--- config.mk ---
export PLATFORM = sky130hd
export DESIGN_NAME = tbljmp_unit
export DESIGN_NICKNAME = d
export VERILOG_FILES = /design/src/rtl/tbljmp_pkg.sv /design/src/rtl/tbljmp_csr.sv /design/src/rtl/tbljmp_addr.sv /design/src/rtl/tbljmp_ctrl.sv /design/src/rtl/tbljmp_unit.sv
export SDC_FILE = /design/constraint.sdc
export NUM_CORES = 1
export LEC_CHECK = 0
export BUFFER_PORTS_ARGS = -buffer_cell sky130_fd_sc_hd__buf_2
export CAP_MARGIN = 30
export CELL_PAD_IN_SITES_DETAIL_PLACEMENT = 1
export CELL_PAD_IN_SITES_GLOBAL_PLACEMENT = 1
export CORE_MARGIN = 10
export CORE_UTILIZATION = 37
export DETAILED_ROUTE_END_ITERATION = 8
export PLACE_DENSITY = 0.88
export SLEW_MARGIN = 40
export SYNTH_ARGS = -nofsm -noshare
export SYNTH_HDL_FRONTEND = slang
export SYNTH_SLANG_ARGS = --single-unit
export TNS_END_PERCENT = 10
--- constraint.sdc ---
create_clock -name clk -period 3.1 [get_ports clk]
set_input_delay 0.62 -clock clk [delete_from_list [all_inputs] [get_ports clk]]
set_output_delay 0.62 -clock clk [all_outputs]
set_load 0.01 [all_outputs]
--- src/rtl/tbljmp_pkg.sv ---
package tbljmp_pkg;
    localparam int MODE_W = 6;
    localparam int IDX_W  = 8;
    localparam int LINK_MIN = 32;

    typedef enum logic [1:0] {
        ST_IDLE = 2'd0,
        ST_REQ  = 2'd1,
        ST_WAIT = 2'd2,
        ST_DONE = 2'd3
    } tj_state_e;

    typedef enum logic [1:0] {
        END_JUMP  = 2'd0,
        END_FAULT = 2'd1,
        END_ILL   = 2'd2
    } tj_end_e;
endpackage

--- src/rtl/tbljmp_csr.sv ---
module tbljmp_csr
    import tbljmp_pkg::*;
#(
    parameter int XLEN = 32
) (
    input  logic            clk,
    input  logic            rst_n,
    input  logic            wr_en,
    input  logic [XLEN-1:0] wr_data,
    output logic [XLEN-1:0] rd_data,
    output logic            mode_bad
);
    localparam int BASE_W = XLEN - MODE_W;

    logic [BASE_W-1:0] base_q;
    logic              bad_q;

    always_ff @(posedge clk) begin
        if (!rst_n) begin
            base_q <= '0;
            bad_q  <= 1'b0;
        end else if (wr_en) begin
            base_q <= wr_data[XLEN-1:MODE_W];
            bad_q  <= |wr_data[MODE_W-1:0];
        end
    end

    assign rd_data  = {base_q, {MODE_W{1'b0}}};
    assign mode_bad = bad_q;
endmodule

--- src/rtl/tbljmp_addr.sv ---
module tbljmp_addr
    import tbljmp_pkg::*;
#(
    parameter int XLEN = 32
) (
    input  logic [15:0]     insn,
    input  logic [XLEN-1:0] pc,
    input  logic [XLEN-1:0] table_base,
    output logic [XLEN-1:0] slot_addr,
    output logic [XLEN-1:0] ret_addr,
    output logic            is_link
);
    localparam int SHIFT = (XLEN == 64) ? 3 : 2;

    logic [IDX_W-1:0] idx;
    logic             unused_bits;

    assign idx         = insn[9:2];
    assign unused_bits = ^{insn[15:10], insn[1:0]};
    assign slot_addr   = table_base + ({{(XLEN-IDX_W){1'b0}}, idx} << SHIFT);
    assign ret_addr    = pc + XLEN'(2);
    assign is_link     = (idx >= IDX_W'(LINK_MIN));
endmodule

--- src/rtl/tbljmp_ctrl.sv ---
module tbljmp_ctrl
    import tbljmp_pkg::*;
#(
    parameter int XLEN = 32
) (
    input  logic            clk,
    input  logic            rst_n,
    input  logic            issue_valid,
    input  logic            issue_bad,
    input  logic            issue_link,
    input  logic [XLEN-1:0] issue_addr,
    input  logic [XLEN-1:0] issue_ret,
    output logic            busy,
    output logic            mem_req_valid,
    input  logic            mem_req_ready,
    output logic [XLEN-1:0] mem_req_addr,
    input  logic            mem_rsp_valid,
    input  logic [XLEN-1:0] mem_rsp_data,
    input  logic            mem_rsp_err,
    output logic            redirect_valid,
    output logic [XLEN-1:0] redirect_pc,
    output logic            link_we,
    output logic [XLEN-1:0] link_data,
    output logic            fault,
    output logic            illegal
);
    tj_state_e       state_q, state_d;
    tj_end_e         end_q;
    logic            link_q;
    logic [XLEN-1:0] addr_q, ret_q, tgt_q;

    always_ff @(posedge clk) begin
        if (!rst_n) state_q <= ST_IDLE;
        else        state_q <= state_d;
    end

    always_comb begin
        state_d = state_q;
        unique case (state_q)
            ST_IDLE: if (issue_valid) state_d = issue_bad ? ST_DONE : ST_REQ;
            ST_REQ:  if (mem_req_ready) state_d = ST_WAIT;
            ST_WAIT: if (mem_rsp_valid) state_d = ST_DONE;
            ST_DONE: state_d = ST_IDLE;
            default: state_d = ST_IDLE;
        endcase
    end

    always_ff @(posedge clk) begin
        if (!rst_n) begin
            end_q  <= END_JUMP;
            link_q <= 1'b0;
            addr_q <= '0;
            ret_q  <= '0;
            tgt_q  <= '0;
        end else begin
            if (state_q == ST_IDLE && issue_valid) begin
                end_q  <= issue_bad ? END_ILL : END_JUMP;
                link_q <= issue_link;
                addr_q <= issue_addr;
                ret_q  <= issue_ret;
            end
            if (state_q == ST_WAIT && mem_rsp_valid) begin
                tgt_q <= mem_rsp_data;
                if (mem_rsp_err) end_q <= END_FAULT;
            end
        end
    end

    always_comb begin
        mem_req_valid  = 1'b0;
        redirect_valid = 1'b0;
        link_we        = 1'b0;
        fault          = 1'b0;
        illegal        = 1'b0;
        unique case (state_q)
            ST_REQ:  mem_req_valid = 1'b1;
            ST_DONE: begin
                redirect_valid = (end_q == END_JUMP);
                link_we        = (end_q == END_JUMP) && link_q;
                fault          = (end_q == END_FAULT);
                illegal        = (end_q == END_ILL);
            end
            default: ;
        endcase
    end

    assign busy         = (state_q != ST_IDLE);
    assign mem_req_addr = addr_q;
    assign redirect_pc  = tgt_q;
    assign link_data    = ret_q;

    p_req_hold_r9: assert property (@(posedge clk) disable iff (!rst_n)
        mem_req_valid && !mem_req_ready |=> mem_req_valid && $stable(mem_req_addr));
    p_req_busy_r9: assert property (@(posedge clk) disable iff (!rst_n)
        mem_req_valid |-> busy);
    p_one_end_r10: assert property (@(posedge clk) disable iff (!rst_n)
        $onehot0({redirect_valid, fault, illegal}));
    p_end_pulse_r10: assert property (@(posedge clk) disable iff (!rst_n)
        redirect_valid || fault || illegal |=> !busy && !redirect_valid && !fault && !illegal);
    p_link_jump_r7: assert property (@(posedge clk) disable iff (!rst_n)
        link_we |-> redirect_valid);
    p_ill_noreq_r3: assert property (@(posedge clk) disable iff (!rst_n)
        illegal |-> $past(!mem_req_valid));
endmodule

--- src/rtl/tbljmp_unit.sv ---
module tbljmp_unit
    import tbljmp_pkg::*;
#(
    parameter int XLEN = 32
) (
    input  logic            clk,
    input  logic            rst_n,
    input  logic            csr_wr_en,
    input  logic [XLEN-1:0] csr_wr_data,
    output logic [XLEN-1:0] csr_rd_data,
    input  logic            issue_valid,
    input  logic [15:0]     issue_insn,
    input  logic [XLEN-1:0] issue_pc,
    output logic            busy,
    output logic            mem_req_valid,
    input  logic            mem_req_ready,
    output logic [XLEN-1:0] mem_req_addr,
    input  logic            mem_rsp_valid,
    input  logic [XLEN-1:0] mem_rsp_data,
    input  logic            mem_rsp_err,
    output logic            redirect_valid,
    output logic [XLEN-1:0] redirect_pc,
    output logic            link_we,
    output logic [XLEN-1:0] link_data,
    output logic            fault,
    output logic            illegal
);
    logic            mode_bad;
    logic            is_link;
    logic [XLEN-1:0] slot_addr, ret_addr;

    tbljmp_csr #(.XLEN(XLEN)) u_csr (
        .clk      (clk),
        .rst_n    (rst_n),
        .wr_en    (csr_wr_en),
        .wr_data  (csr_wr_data),
        .rd_data  (csr_rd_data),
        .mode_bad (mode_bad)
    );

    tbljmp_addr #(.XLEN(XLEN)) u_addr (
        .insn       (issue_insn),
        .pc         (issue_pc),
        .table_base (csr_rd_data),
        .slot_addr  (slot_addr),
        .ret_addr   (ret_addr),
        .is_link    (is_link)
    );

    tbljmp_ctrl #(.XLEN(XLEN)) u_ctrl (
        .clk            (clk),
        .rst_n          (rst_n),
        .issue_valid    (issue_valid),
        .issue_bad      (mode_bad),
        .issue_link     (is_link),
        .issue_addr     (slot_addr),
        .issue_ret      (ret_addr),
        .busy           (busy),
        .mem_req_valid  (mem_req_valid),
        .mem_req_ready  (mem_req_ready),
        .mem_req_addr   (mem_req_addr),
        .mem_rsp_valid  (mem_rsp_valid),
        .mem_rsp_data   (mem_rsp_data),
        .mem_rsp_err    (mem_rsp_err),
        .redirect_valid (redirect_valid),
        .redirect_pc    (redirect_pc),
        .link_we        (link_we),
        .link_data      (link_data),
        .fault          (fault),
        .illegal        (illegal)
    );
endmodule

# After elaboration in Yosys (flattened, before gate mapping)

Index checks and enable logic that the tools add are counted.

Register bits: 128
Input port bits: 119
Output and inout port bits: 134
Word-level logic and storage cells: 41

Add/sub/neg operators: 2
Order comparisons: 1
Eq/ne operators: 8
Multiplexer cells: 14
Reduce and logical (&&, ||, !) cells: 8

Operator list:

| cell                                                                                 | count |
|---|---|
| 32-bit by 10-bit adder with 32-bit output                                            | 1 |
| 32-bit by 2-bit adder with 32-bit output (second input constant)                     | 1 |
| 2-bit two-way mux                                                                    | 8 |
| 8-bit by 6-bit greater-or-equal comparator with 1-bit output (second input constant) | 1 |
| 2-bit case mux with 4 select lines                                                   | 1 |
| 2-bit equality test (second input constant)                                          | 3 |
| 2-bit inequality test (second input constant)                                        | 3 |
| 6-bit OR reduction                                                                   | 1 |
| 1-bit two-way mux                                                                    | 5 |
| 2-bit by 1-bit equality test with 1-bit output (second input constant)               | 2 |
| 2-bit zero test                                                                      | 2 |
| 1-bit logical AND                                                                    | 3 |
| 3-bit AND reduction                                                                  | 1 |
| 2-bit nonzero test                                                                   | 1 |

# Longest topological paths before layout

Word-level depth: 5
Depth in mapped cells: 8
Mapped depth without buffers: 7

# By module

From an unflattened synthesis, not the netlist that was laid out.

Cells, all modules: 750
Area total of the unflattened synthesis: 6448.7 um^2

Modules (own cells, without submodules):

| module      | instances | cells an instance | area each (um^2) | sequential area each (um^2) |
|---|---|---|---|---|
| tbljmp_ctrl | 1         | 457               | 4027.6           | 2021.9 |
| tbljmp_addr | 1         | 198               | 1328.8           | 0.0 |
| tbljmp_csr  | 1         | 95                | 1092.3           | 540.5 |

# Worst setup path after synthesis

OpenSTA, ideal clock, no wires.

Kind: input-to-reg
Start: input issue_insn[6]
End: register u_ctrl.addr_q[18], in the netlist u_ctrl.mem_req_addr[18]
Library setup time: 0.074 ns
Data arrival time: 2.254 ns
Slack: 0.772 ns
Stages on the path: 7
Path through: ha_1 inv_1 fa_1 nand2b_1 a21o_1 or4_1 a31oi_1

Longest elaborated chain between the ends: 1

Ends and longest elaborated chain:

| item                                      | RTL line          | source |
|---|---|---|
| start: declaration                        | tbljmp_unit.sv:12 | `input logic [15:0] issue_insn,` |
| 32-bit by 10-bit adder with 32-bit output | tbljmp_addr.sv:20 | `assign slot_addr = table_base + ({{(XLEN-IDX_W){1'b0}}, idx} << SHIFT);` |
| end signal: assignment                    | tbljmp_ctrl.sv:59 | `addr_q <= issue_addr;` |
| end: declaration                          | tbljmp_ctrl.sv:30 | `logic [XLEN-1:0] addr_q, ret_q, tgt_q;` |

Every way passes these cells.
A chain may end at the register's enable or synchronous reset.

# Worst setup path after layout

Start: register u_csr.base_q[0]
End: register u_ctrl.addr_q[20], in the netlist u_ctrl.mem_req_addr[20]

Longest elaborated chain between the ends: 1

Ends and longest elaborated chain:

| item                                      | RTL line          | source |
|---|---|---|
| start: declaration                        | tbljmp_csr.sv:15  | `logic [BASE_W-1:0] base_q;` |
| start signal: assignment                  | tbljmp_csr.sv:23  | `base_q <= wr_data[XLEN-1:MODE_W];` |
| 32-bit by 10-bit adder with 32-bit output | tbljmp_addr.sv:20 |  |

Every way passes these cells.

==> key figures <==
Global routing
  – Gr busiest metal: met2
  – Initial antenna violation count: 5
  – Largest net degree at the start of global routing: 65
  – Met2 Use GR: roughly 32%
  – Number of global-route vias before repair: around 6.4k
  – First-pass GRT wire length: roughly 34,000 um
  – GRT Residual Overflow: 0
  – Total GRT Usage: 19.4%
  – M3 GR Usage: under 10%
  – GR Util met1: between 20% and 30%

Logic synthesis
  – Synth Instances: roughly 720
  – Yosys cell types: between 50 and 60
  – Synth area leader: dfxtp_1
  – Main area contributors after synthesis: dfxtp_1 (42%), nand2_1 (6.6%), a21oi_1 (4.8%), mux2i_1 (4.6%), o21ai_0 (4.0%)
  – Top-count cell post-synth: dfxtp_1
  – Yosys top cell area share: between 40% and 50%
  – Yosys reg bits: 126
  – Most frequent cells after synthesis: dfxtp_1 (126), nand2_1 (104), a21oi_1 (57)
  – EDFF count, synth: 0
  – Avg Inst Size Synth: between 8 and 9 sq um
  – Mapped Area: just under 0.006 sq mm
  – Yosys warning count: 0
  – Register area share after synthesis: between 40 and 50%
  – Async set-or-reset flop fraction in the synthesized netlist: 0%
  – Ys flop type: dfxtp_1

Clock network
  – Clock buffer depth: 2
  – Root Buffer: clkbuf_16
  – Post-CTS sizing: 0
  – H-tree depth: 4
  – CTS sink count: 126
  – CTS tree: done
  – Worst-path clk slew: roughly 0.060 ns
  – Post-CTS Setup Bufs: 0
  – Inserted Clock Buffers: 17
  – Hold_buf cts: 0
  – Clock Latency Late Sink: slightly above 0.4 ns

Timing
  – RSZ-0062 raised after global routing: no
  – Fin Clk Skew: between 0.009 and 0.01 ns
  – Fin Setup TNS: 0 ns
  – Number of setup violations in the final report: 0
  – FMAX: approximately 0.42 GHz
  – Final hold viol count: 0
  – Max_slew headroom: approximately 46%
  – Max-slew violations: 0
  – Crit share post-route: between 70% and 80%
  – Least-Margin Pin Slew: just over 0.8 ns
  – Period minus WS final: between 2 and 2.5 ns

Min path
  – Hold depth: 3
  – Hold Path End: u_ctrl.mem_req_addr[2]
  – Min-Delay Path Class: in2reg
  – Hold Crit Start: issue_insn[2]

Worst setup path
  – R2r startpoint: u_csr.base_q[0]
  – Critical path depth: 7
  – CP Cell Sequence: ha_1 -> inv_1 -> fa_1 -> nand2b_1 -> a21o_1 -> or3_1 -> a311oi_1
  – Crit path from: u_csr.base_q[0]
  – Worst setup SP type: flip-flop
  – Reg2reg path depth: 7
  – CP top delay family: simple AND/OR/NAND/NOR gates
  – Req. time, crit path: 3.41 ns
  – Max FO, Critical Path: 8
  – Critical R2R Capture: u_ctrl.mem_req_addr[20]
  – Max incr delay on CP: approximately 0.4 ns
  – Worst path buffer plus inverter count: 1
  – Worst path slowest cell: fa_1
  – Setup Crit Path Kind: reg2reg
  – CP endpoint kind: flip-flop
  – Worst reg-to-reg setup slack: 0.74 ns
  – Crit path DAT: 2.67 ns

Status
  – Status: completed

Die
  – Die width: around 150 um
  – Die Area: 0.0215 sq mm
  – Core area: between 0.015 and 0.02 sq mm
  – Die H: ~150 um
  – # rows: between 40 and 50
  – Starting Density: 37.5%
  – Ports: between 200 and 300

Cells and area
  – Fill cells: 1,999
  – Net count of the finished layout: roughly 1.1k
  – Layout area overhead: 31.2%
  – Fin area: 0.00779 sq mm
  – Layout cells sized above 1: between 20% and 30%

Placement
  – Placed cell area: approximately 0.0072 sq mm
  – Post-DP HPWL: 16,500 um
  – GPL Wtd Cong: 0.835
  – IO Port Bufs: approximately 240

Power and ir drop
  – Clock Power Share: 34.2%
  – Pwr Density: about 700 mW/mm^2
  – Sequential Power Share: 38.8%
  – Sw Ratio: 33.0%
  – Power share of the combinational group: roughly 27%
  – Peak supply drop: around 380 uV
  – Internal power: ~0.0037 W
  – Net switching power: 0.00180 W
  – Leak: between 3 and 4 nW

Routing
  – Routed vias/inst: around 5.3
  – Final ANT Viol Nets: 0
  – WL/cell: approximately 19 um
  – DRT Pass-1 Iters: 4
  – Final WL: 21,800 um
  – Routed vias: 6,253
  – Drt first-iter violations: around 290
  – Remaining DRCs: 0

Job
  – Total of max-cap violations: 0
cell usage in the layout (no fill, tap or decap), types with 9 or more instances in the layout:
| cell | n |
|---|---|
| dfxtp_1 | 126 |
| a211oi_1 | 20 |
| buf_4 | 9 |
| mux2i_1 | 27 |
| nand4_1 | 17 |
| a21oi_1 | 57 |
| buf_2 | 236 |
| nand2_1 | 104 |
| xnor2_1 | 11 |
| nor3_1 | 11 |
| a311oi_1 | 10 |
| nor4_1 | 15 |
| o21ai_0 | 47 |
| clkbuf_16 | 17 |
| inv_1 | 19 |
| nand3_1 | 21 |
| ha_1 | 10 |
| a31oi_1 | 16 |
| or3_1 | 10 |
| or4_1 | 14 |
| nor2_1 | 54 |
| and3_1 | 9 |
stage by stage:
stage                     hold slack (ns)  util [%]  total power [W]  setup slack [ns]  cells
after global placement              0.437      45.7          0.00358             0.503   1134
after global routing                0.438      49.2          0.00579             0.543   1168
after CTS                           0.428      49.2          0.00552             0.718   1164
after floorplan                     0.437         -          0.00295             0.772    731
final                               0.440      49.2          0.00545             0.742   1169
after detailed placement            0.443      45.7          0.00363             0.402   1134
cell type report:
class | instances | area [sq um] | share of cell area (%)
Sequential cell | 126 | 2520 | 32.4
Tap cell | 216 | 270 | 3.47
Clock inverter | 7 | 62.6 | 0.803
Inverter | 20 | 75.1 | 0.963
Timing Repair Buffer | 245 | 1250 | 16.0
Clock buffer | 23 | 488 | 6.26
Antenna cell | 5 | 12.5 | 0.161
Multi-Input combinational cell | 527 | 3110 | 39.9
worst max-delay path by stage:
stage / to / slack, ns
finish: u_ctrl.mem_req_addr[20] / 0.74
floorplan: u_ctrl.mem_req_addr[18] / 0.77
global placement: u_ctrl.mem_req_addr[18] / 0.50
detailed placement: u_ctrl.mem_req_addr[20] / 0.40
global route: u_ctrl.mem_req_addr[22] / 0.54
CTS: u_ctrl.mem_req_addr[20] / 0.72
worst min-delay path, cell delays in order:
cell     delay (ns)
buf_2          0.10
nand2_1        0.04
a21oi_1        0.05
cells by family (layout without fill, tap and decap cells):
group           Yosys count  after routing  synth area share, %
fa+ha+maj                11             11                 2.44
xor+xnor                 19             19                 2.80
buf+inv                  78            295                 5.58
mux                      27             27                 4.55
simple gates            284            284                 23.8
flops                   126            126                 42.5
other cells               1             13               0.0632
compound gates          178            178                 18.3
power by group through the flow:
stage | registers, W | clock network (W) | logic (W)
floorplan | 0.00225 | 0 | 0.000696
global placement | 0.00213 | 0 | 0.00145
detailed placement | 0.00214 | 0 | 0.00149
CTS | 0.00212 | 0.00190 | 0.00150
global route | 0.00216 | 0.00198 | 0.00164
finish | 0.00212 | 0.00187 | 0.00147
per-layer routing:
layer / wire length, um / up-vias
met5: 0 / -
met2: 10400 / 209
met4: 463 / 0
met3: 1790 / 27
met1: 9160 / 2992
li1: - / 3025
sequential cells by signal (all words and copies together) (netlist names):
name / count
u_ctrl.mem_req_addr: 30
u_ctrl.redirect_pc: 32
u_csr.base_q: 26
u_ctrl.state_q: 2
u_csr.mode_bad: 1
u_ctrl.link_data: 32
u_ctrl.end_q: 2
u_ctrl.link_q: 1
Note: power is estimated with default switching activity, not from simulation.
